--- config.mk ---
export PLATFORM = sky130hd
export DESIGN_NAME = legacy_periph_bridge
export DESIGN_NICKNAME = d
export VERILOG_FILES = /design/src/rtl/legacy_bridge_pkg.sv /design/src/rtl/slow_phase_gen.sv /design/src/rtl/req_synchronizer.sv /design/src/rtl/access_sequencer.sv /design/src/rtl/legacy_periph_bridge.sv
export SDC_FILE = /design/constraint.sdc
export NUM_CORES = 1
export LEC_CHECK = 0
export ABC_AREA = 1
export CAP_MARGIN = 20
export CORE_AREA = 2 2 39 41
export CTS_CLUSTER_SIZE = 10
export DETAILED_ROUTE_END_ITERATION = 6
export DIE_AREA = 0 0 41 43
export PLACE_DENSITY_LB_ADDON = 0.1
export SLEW_MARGIN = 5
export SYNTH_ARGS = -nofsm -noshare
export SYNTH_HDL_FRONTEND = slang
export SYNTH_SLANG_ARGS = --single-unit
--- constraint.sdc ---
create_clock -name clk -period 1.3 [get_ports clk]
set_clock_uncertainty 0.05 [all_clocks]
set_input_delay 0.13 -clock clk [delete_from_list [all_inputs] [get_ports clk]]
set_output_delay 0.13 -clock clk [all_outputs]
set_load 0.1 [all_outputs]
--- src/rtl/legacy_bridge_pkg.sv ---
package legacy_bridge_pkg;

  typedef enum logic [2:0] {
    ST_IDLE,
    ST_ALIGN,
    ST_OPEN,
    ST_HOLD,
    ST_REARM
  } bridge_state_t;

  // Next value of a free-running modulo-div phase counter.
  function automatic int unsigned phase_step(input int unsigned p, input int unsigned div);
    return (p + 1 >= div) ? 0 : p + 1;
  endfunction

  // Level of the enable clock for a given phase.
  function automatic logic enable_level(input int unsigned p, input int unsigned low_len);
    return (p >= low_len);
  endfunction

endpackage

--- src/rtl/slow_phase_gen.sv ---
module slow_phase_gen
  import legacy_bridge_pkg::*;
#(
  parameter int unsigned DIV     = 10,
  parameter int unsigned LOW_LEN = 6,
  localparam int unsigned PW     = $clog2(DIV)
) (
  input  logic clk,
  input  logic rst_n,
  output logic slow_en,
  output logic last_tick,
  output logic first_tick
);

  logic [PW-1:0] phase_q;

  always_ff @(posedge clk or negedge rst_n) begin
    if (!rst_n) phase_q <= '0;
    else        phase_q <= PW'(phase_step(int'(phase_q), DIV));
  end

  assign slow_en    = enable_level(int'(phase_q), LOW_LEN);
  assign last_tick  = (int'(phase_q) == DIV - 1);
  assign first_tick = (phase_q == '0);

  // the enable drops only when the period wraps to phase 0
  a_r2_fall_at_wrap: assert property (@(posedge clk) disable iff (!rst_n)
    $fell(slow_en) |-> first_tick);

  // the enable rises only at the low/high boundary
  a_r2_rise_at_boundary: assert property (@(posedge clk) disable iff (!rst_n)
    $rose(slow_en) |-> (int'(phase_q) == LOW_LEN));

  // the counter leaves the last phase only towards phase 0
  a_r9_wrap_follows_last: assert property (@(posedge clk) disable iff (!rst_n)
    last_tick |=> first_tick);

endmodule

--- src/rtl/req_synchronizer.sv ---
module req_synchronizer #(
  parameter int unsigned STAGES = 2
) (
  input  logic clk,
  input  logic rst_n,
  input  logic req_n_async,
  output logic req_seen
);

  logic [STAGES-1:0] stage_q;

  generate
    for (genvar g = 0; g < STAGES; g++) begin : g_stage
      if (g == 0) begin : g_first
        always_ff @(posedge clk or negedge rst_n) begin
          if (!rst_n) stage_q[0] <= 1'b1;
          else        stage_q[0] <= req_n_async;
        end
      end else begin : g_next
        always_ff @(posedge clk or negedge rst_n) begin
          if (!rst_n) stage_q[g] <= 1'b1;
          else        stage_q[g] <= stage_q[g-1];
        end
      end
    end
  endgenerate

  assign req_seen = ~stage_q[STAGES-1];

endmodule

--- src/rtl/access_sequencer.sv ---
module access_sequencer
  import legacy_bridge_pkg::*;
(
  input  logic clk,
  input  logic rst_n,
  input  logic req_seen,
  input  logic strobe_n,
  input  logic last_tick,
  input  logic first_tick,
  input  logic slow_en,
  output logic grant_n,
  output logic xfer_done
);

  bridge_state_t state_q, state_d;
  logic          grant_d;
  logic          done_d;

  always_comb begin
    state_d = state_q;
    unique case (state_q)
      ST_IDLE:  if (req_seen && !strobe_n) state_d = last_tick ? ST_OPEN : ST_ALIGN;
      ST_ALIGN: if (strobe_n)              state_d = ST_REARM;
                else if (last_tick)        state_d = ST_OPEN;
      ST_OPEN:  if (last_tick)             state_d = ST_HOLD;
      ST_HOLD:  if (strobe_n)              state_d = ST_REARM;
      ST_REARM: if (!req_seen)             state_d = ST_IDLE;
      default:                             state_d = ST_IDLE;
    endcase
  end

  assign grant_d = (state_d == ST_OPEN) || (state_d == ST_HOLD);
  assign done_d  = (state_q == ST_OPEN) && last_tick;

  always_ff @(posedge clk or negedge rst_n) begin
    if (!rst_n) begin
      state_q   <= ST_IDLE;
      grant_n   <= 1'b1;
      xfer_done <= 1'b0;
    end else begin
      state_q   <= state_d;
      grant_n   <= ~grant_d;
      xfer_done <= done_d;
    end
  end

  // a grant always opens on the first phase of a period
  a_r4_grant_at_period: assert property (@(posedge clk) disable iff (!rst_n)
    $fell(grant_n) |-> first_tick);

  // a grant needs a synchronized request in the cycle before
  a_r3_grant_needs_req: assert property (@(posedge clk) disable iff (!rst_n)
    $fell(grant_n) |-> $past(req_seen));

  // completion coincides with the enable falling while the grant is held
  a_r5_done_on_fall: assert property (@(posedge clk) disable iff (!rst_n)
    xfer_done |-> ($fell(slow_en) && !grant_n));

  // completion is a single-cycle pulse
  a_r5_done_single: assert property (@(posedge clk) disable iff (!rst_n)
    xfer_done |=> !xfer_done);

  // the grant is withdrawn only after the strobe was seen released
  a_r6_release_on_strobe: assert property (@(posedge clk) disable iff (!rst_n)
    $rose(grant_n) |-> $past(strobe_n));

  // while waiting for the request to go away no grant may open
  a_r7_rearm_blocks: assert property (@(posedge clk) disable iff (!rst_n)
    (state_q == ST_REARM) |=> grant_n);

endmodule

--- src/rtl/legacy_periph_bridge.sv ---
module legacy_periph_bridge #(
  parameter int unsigned DIV         = 10,
  parameter int unsigned LOW_LEN     = 6,
  parameter int unsigned SYNC_STAGES = 2
) (
  input  logic clk,
  input  logic rst_n,
  input  logic strobe_n,
  input  logic periph_req_n,
  output logic slow_en,
  output logic grant_n,
  output logic xfer_done
);

  logic req_seen;
  logic last_tick;
  logic first_tick;

  slow_phase_gen #(
    .DIV     (DIV),
    .LOW_LEN (LOW_LEN)
  ) u_phase (
    .clk        (clk),
    .rst_n      (rst_n),
    .slow_en    (slow_en),
    .last_tick  (last_tick),
    .first_tick (first_tick)
  );

  req_synchronizer #(
    .STAGES (SYNC_STAGES)
  ) u_sync (
    .clk         (clk),
    .rst_n       (rst_n),
    .req_n_async (periph_req_n),
    .req_seen    (req_seen)
  );

  access_sequencer u_seq (
    .clk        (clk),
    .rst_n      (rst_n),
    .req_seen   (req_seen),
    .strobe_n   (strobe_n),
    .last_tick  (last_tick),
    .first_tick (first_tick),
    .slow_en    (slow_en),
    .grant_n    (grant_n),
    .xfer_done  (xfer_done)
  );

  // the grant and done are idle in the first cycle out of reset
  a_r1_idle_after_reset: assert property (@(posedge clk) disable iff (!rst_n)
    $rose(rst_n) |-> (grant_n && !xfer_done));

endmodule

==> results.txt, run 1 <==
----------------------------------------------------
[Floorplanning]
  Die ar. ... 1760 um2
  Top Ports ... 7
  Number of cell rows ... 14
  CORE AREA ... 1380 um2
  Die height ... 43 um
  Effective utilization at floorplan ... 39.6%
  Floorplan die width ... 41 um

[Layout]
  Most frequent cells in the layout ... 11 x sky130_fd_sc_hd__inv_1, 10 x sky130_fd_sc_hd__nand2_1, 7 x sky130_fd_sc_hd__dfrtp_1
  Net total in the final layout ... 90
  Area grow syn2layout ... 44.5%
  Ant diodes ... 0
  Cell area after layout ... 792 um2
  Fraction of final layout cells with drive strength greater than 1 ... 37.0%
  Commonest non-fill, non-tap cell in the layout ... sky130_fd_sc_hd__inv_1

[Routing]
  Total DRC errors in the routed layout ... 0
  Routed wire length per instance ... 10.9 um
  Starting DRT DRC Count ... 3
  Total wirelength of the detailed-routed design ... 1060 um
  Count of vias placed by the detailed router ... 460
  Antenna Violating Nets Remaining ... 0
  Iteration count of the initial detailed-routing pass ... 4
  Via density per instance ... 4.74

[Synth]
  Share of synthesized area occupied by flip-flops and latches ... 50.9%
  Post-synthesis sequential element count ... 11
  YS warnings ... 0
  Yosys cell types ... 13
  Gate count of the mapped netlist ... 65
  Post-synthesis area per instance ... 8.43 um2
  Net Count, Synth ... 73
  Synthesized cell area ... 548 um2

[Timing]
  Worst Tran Pin Value ... 246 ps
  Total negative slack ... -235 ps
  Max Clock Freq ... 707 MHz
  Fraction of the cycle the final worst path needs ... 109%
  Total count of hold-check failures in the final report ... 0
  Crit path setup slack, layout ... -115 ps
  Count of pins over their slew limit ... 0
  Final setup fails ... 5
  Final worst hold slack ... 95.4 ps
  Minimum clock period after layout ... 1420 ps
  Max_slew headroom ... 83.6%
  RSZ-0062 raised after global routing ... true

[Clock network]
  Buffer cell driving the clock tree root ... sky130_fd_sc_hd__clkbuf_4
  Maximum root-to-sink buffer count ... 2
  Number of clock sinks ... 11
  Clock buffer count from CTS ... 3
  TritonCTS clock tree ... built
  # hold bufs at CTS ... 0
  Clock transition at the register clock pins on the worst setup and hold paths after CTS ... 70 ps
  Clock latency of the later-clocked register in the worst-skew pair ... 270 ps
  H-Tree Depth ... 1

[Setup path]
  Max FO, Critical Path ... 2
  Crit end category ... output pin
  Critical path launch point type ... flop
  Critical Path RT ... 1120 ps
  CP Data Arrival Time ... 1240 ps
  Setup CP Type ... flop to output pin

[Flow run]
  Max-cap check violation count ... 0

[Global route]
  Number of antenna violations at the first check in global routing ... 0
  First-pass GRT wire length ... 1800 um
  Number of global-route vias before repair ... 491
  Maximum number of pins on one net before global-route repair ... 12
  Grt total ovfl ... 0
  Total global routing track utilization ... 15.4%

[Min path]
  Path class of the lowest-slack min-delay path ... input port to asynchronous set/reset pin

[Power and ir drop]
  Total power density per cell area ... 860 nW/um2
  Static Leakage ... 0.383 nW
  Largest vdd supply drop ... 697 uV

[Placement]
  Weighted congestion at the end of routability-driven global placement ... 0.633
  Port buffer count ... 6
  Detailed placement HPWL ... 794 um
  Post-DP Area ... 688 um2

[Status]
  Violated checks ... setup timing
  Run status ... complete, but fails checks

----------------------------------------------------
cell usage after synthesis:
master,instances,share of area [%]
sky130_fd_sc_hd__nand3_1,6,5.5
sky130_fd_sc_hd__nor2_1,7,4.8
sky130_fd_sc_hd__nand2_1,13,8.9
sky130_fd_sc_hd__o21ai_0,2,1.8
sky130_fd_sc_hd__nor3_2,1,1.8
sky130_fd_sc_hd__inv_1,13,8.9
sky130_fd_sc_hd__and2_1,1,1.1
sky130_fd_sc_hd__dfstp_2,3,14
sky130_fd_sc_hd__dfrtp_1,8,37
sky130_fd_sc_hd__a21oi_1,4,3.7
sky130_fd_sc_hd__ha_1,4,9.1
sky130_fd_sc_hd__nand4_1,2,2.3
sky130_fd_sc_hd__nand2_2,1,1.1
registers in the layout, summed over array words and instances, names as in the netlist:
signal / cells
u_phase.phase_q: 4
u_seq.state_q: 3
u_sync.stage_q: 2
u_seq.grant_n: 1
u_seq.xfer_done: 1
metrics by stage:
| step | setup slack [ps] | utilization [%] | power, W | cells |
|---|---|---|---|---|
| final | -115 | 57.2 | 0.000681 | 97 |
| after global routing | -148 | 57.2 | 0.000718 | 97 |
| after CTS | -126 | 56.6 | 0.000698 | 97 |
| after detailed placement | -6.02 | 49.7 | 0.000458 | 90 |
| after global placement | 19.2 | 49.7 | 0.000455 | 90 |
| after floorplan | 49.4 | - | 0.000426 | 65 |
critical path: stages (launching register included):
cell,delay [ps]
sky130_fd_sc_hd__dfrtp_2,430
sky130_fd_sc_hd__ha_4,170
sky130_fd_sc_hd__o21ai_4,130
sky130_fd_sc_hd__nand2_4,60
sky130_fd_sc_hd__buf_12,160
layout make-up:
class                      count  area (um2)
timing repair buffer          12         139
fill                         139         592
sequential                    11         280
inverter                      13        48.8
tap                           16        20.0
multi-input combinational     41         278
clock buffer                   4        26.3
final timing paths:
path                                                    from                           end  depth (start not counted)  slack, ps
min in group clk                                periph_req_n   u_sync.stage_q[0]$_DFF_PN1_                          1        220
worst max-delay path            u_phase.phase_q[1]$_DFF_PN0_                       slow_en                          4       -120
worst min-delay path                                   rst_n  u_phase.phase_q[0]$_DFF_PN0_                          2        100
max in group asynchronous                              rst_n   u_sync.stage_q[0]$_DFF_PN1_                          2        870
worst min register to register   u_sync.stage_q[0]$_DFF_PN1_   u_sync.stage_q[1]$_DFF_PN1_                          0        310
worst max register to register  u_phase.phase_q[0]$_DFF_PN0_    u_seq.state_q[0]$_DFF_PN0_                          7        -40
kinds of logic after synthesis:
logic type / share of synthesized area (%)
flip-flops: 50.9
AO/OA/AOI/OAI: 5.48
adder cells (fa/ha/maj): 9.13
buffers and inverters: 8.90
AND/OR/NAND/NOR: 25.6
metal layers:
metal  global-route usage [%]  vias up  part of all wire, %  wire length, um
li1                         -      231                    -                -
met1                     14.3      222                   35              372
met2                     29.4        5                   61              648
met3                     1.57        2                  1.9               20
met4                     8.00        0                  1.6               17
met5                        0        -                    0                0
power breakdown:
part	leakage, nW	internal (W)	switching, W
clock network	0.0150	0.000119	0.000112
registers	0.130	0.000362	0.0000130
logic	0.237	0.0000329	0.0000429
total	0.383	0.000514	0.000167
timing repair:
| action | 4_1_cts | 5_1_grt |
|---|---|---|
| setup buffers | 3 | 0 |
| pin swaps | 5 | 1 |
| setup endpoints to repair | 3 | 7 |
| gates resized for setup | 12 | 5 |
No activity file was read; power rests on OpenSTA's default activity.
==> run 2: changes to the inputs <==
--- a/config.mk
+++ b/config.mk
@@ -12,6 +12,7 @@
 export DETAILED_ROUTE_END_ITERATION = 6
 export DIE_AREA = 0 0 41 43
 export PLACE_DENSITY_LB_ADDON = 0.1
+export RECOVER_POWER = 25
 export SLEW_MARGIN = 5
 export SYNTH_ARGS = -nofsm -noshare
 export SYNTH_HDL_FRONTEND = slang
==> run 2 against run 1 <==
The flow still finishes with violations (setup timing). Largest power group unchanged. Combinational power fell by 3%. Clock power about the same. Design area down 0.47%. Via count unchanged. Worst setup slack about the same. Global-route usage stayed put. Flip-flop and latch count is the same. Register-to-register slack is essentially flat.
==> results.txt, run 2 (same netlist as run 1, synthesis figures left out) <==
----------------------------------------------------
[Floorplanning]
  Floorplan die width ... 41 um
  Top Ports ... 7
  Die height ... 43 um
  Die ar. ... 1760 um2
  CORE AREA ... 1380 um2
  Effective utilization at floorplan ... 39.6%
  Number of cell rows ... 14

[Placement]
  Weighted congestion at the end of routability-driven global placement ... 0.633
  Port buffer count ... 6
  Post-DP Area ... 688 um2
  Detailed placement HPWL ... 794 um

[Routing]
  Total wirelength of the detailed-routed design ... 1060 um
  Routed wire length per instance ... 10.9 um
  Antenna Violating Nets Remaining ... 0
  Total DRC errors in the routed layout ... 0
  Count of vias placed by the detailed router ... 460
  Iteration count of the initial detailed-routing pass ... 4
  Via density per instance ... 4.74
  Starting DRT DRC Count ... 3

[Global route]
  Number of global-route vias before repair ... 491
  Maximum number of pins on one net before global-route repair ... 12
  Grt total ovfl ... 0
  First-pass GRT wire length ... 1800 um
  Total global routing track utilization ... 15.4%
  Number of antenna violations at the first check in global routing ... 0

[Layout]
  Fraction of final layout cells with drive strength greater than 1 ... 35.8%
  Fillers ... 138
  Footprint of the multi-input gates ... 278 um2
  Commonest non-fill, non-tap cell in the layout ... sky130_fd_sc_hd__inv_1
  Biggest regs ... u_phase.phase_q (4), u_seq.state_q (3), u_sync.stage_q (2)
  Flip-flop count of the largest register, all copies and words added ... 4
  Cell area after layout ... 788 um2
  Most frequent cells in the layout ... 11 x sky130_fd_sc_hd__inv_1, 10 x sky130_fd_sc_hd__nand2_1, 7 x sky130_fd_sc_hd__dfrtp_1
  Net total in the final layout ... 90
  Register with the most flip-flops ... u_phase.phase_q
  Sequential cell area ... 280 um2
  Ant diodes ... 0
  Area grow syn2layout ... 43.8%

[Status]
  Violated checks ... setup timing
  Run status ... complete, but fails checks

[Clock network]
  H-Tree Depth ... 1
  Buffer cell driving the clock tree root ... sky130_fd_sc_hd__clkbuf_4
  Clock transition at the register clock pins on the worst setup and hold paths after CTS ... 70 ps
  Number of clock sinks ... 11
  TritonCTS clock tree ... built
  Maximum root-to-sink buffer count ... 2
  Clock latency of the later-clocked register in the worst-skew pair ... 270 ps
  Clock buffer count from CTS ... 3

[Power and ir drop]
  Total power density per cell area ... 862 nW/um2
  Overall power after layout ... 0.000679 W
  Largest vdd supply drop ... 697 uV
  Static Leakage ... 0.379 nW

[Timing]
  Total count of hold-check failures in the final report ... 0
  Max Clock Freq ... 707 MHz
  Max_slew headroom ... 61.0%
  Worst Tran Pin Value ... 584 ps
  Crit path setup slack, layout ... -115 ps
  Minimum clock period after layout ... 1420 ps
  RSZ-0062 raised after global routing ... true
  Final setup fails ... 5
  Count of pins over their slew limit ... 0
  Fraction of the cycle the final worst path needs ... 109%

[Setup path]
  Critical Path RT ... 1120 ps
  Crit end category ... output pin
  Setup CP Type ... flop to output pin
  Max FO, Critical Path ... 2
  CP Data Arrival Time ... 1240 ps
  Critical path launch point type ... flop

[Min path]
  Path class of the lowest-slack min-delay path ... input port to flop

[Flow run]
  Max-cap check violation count ... 0

----------------------------------------------------
[run 2: cell count changes in the layout (fill, tap and decap cells not counted), sizes merged]
cell and change:
buf -1, dlygate4sd3 +1, clkdlybuf4s50 -1, clkbuf +1
[run 2: critical path: stages, from the launching register on]
cell,delay [ps]
sky130_fd_sc_hd__dfrtp_2,430
sky130_fd_sc_hd__ha_4,170
sky130_fd_sc_hd__o21ai_4,130
sky130_fd_sc_hd__nand2_4,60
sky130_fd_sc_hd__buf_12,160
[run 2: final cells by class]
| cell class | count | share of cell area (%) |
|---|---|---|
| multi-input cells | 41 | 35.2 |
| well taps | 16 | 2.54 |
| clock buffers | 4 | 3.33 |
| repair buffers | 12 | 17.1 |
| flip-flops and latches | 11 | 35.6 |
| inverters | 13 | 6.19 |
[run 2: power by group]
| group | internal, W | switching, W |
|---|---|---|
| clock | 0.000119 | 0.000112 |
| combinational | 0.0000309 | 0.0000429 |
| sequential | 0.000362 | 0.0000130 |
[run 2: repair_timing]
action                     CTS  global route
pin swaps                    5             1
resized for setup           12             5
buffers inserted             3             0
setup endpoints to repair    3             7
hold buffers                 0             0
[run 2: final timing paths]
| check | from | to | slack, ps | cells past startpoint |
|---|---|---|---|---|
| min in group asynchronous | rst_n | u_phase.phase_q[0]$_DFF_PN0_ | 310 | 2 |
| worst max register to register | u_phase.phase_q[0]$_DFF_PN0_ | u_seq.state_q[0]$_DFF_PN0_ | -40 | 7 |
| max in group asynchronous | rst_n | u_phase.phase_q[1]$_DFF_PN0_ | 480 | 2 |
| worst max-delay path | u_phase.phase_q[1]$_DFF_PN0_ | slow_en | -120 | 4 |
| worst min-delay path | periph_req_n | u_sync.stage_q[0]$_DFF_PN1_ | 220 | 1 |
| worst min register to register | u_sync.stage_q[0]$_DFF_PN1_ | u_sync.stage_q[1]$_DFF_PN1_ | 310 | 0 |
[run 2: metrics by stage]
step / setup slack (ps) / util [%] / hold slack, ps / setup TNS [ps] / cells
2_1_floorplan: 49.4 / - / -216 / 0 / 65
3_3_place_gp: 19.2 / 49.7 / 296 / 0 / 90
3_5_place_dp: -6.02 / 49.7 / 298 / -9.50 / 90
4_1_cts: -126 / 56.6 / 92.6 / -202 / 97
5_1_grt: -148 / 57.0 / 234 / -634 / 97
6_report: -115 / 57.0 / 219 / -235 / 97
[run 2: metal layers]
| metal | up-vias | wire [um] | global-route usage, % | share of wire (%) |
|---|---|---|---|---|
| met4 | 0 | 17 | 8.00 | 1.6 |
| met2 | 5 | 648 | 29.4 | 61 |
| met5 | - | 0 | 0 | 0 |
| li1 | 231 | - | - | - |
| met1 | 222 | 373 | 14.3 | 35 |
| met3 | 2 | 20 | 1.57 | 1.9 |
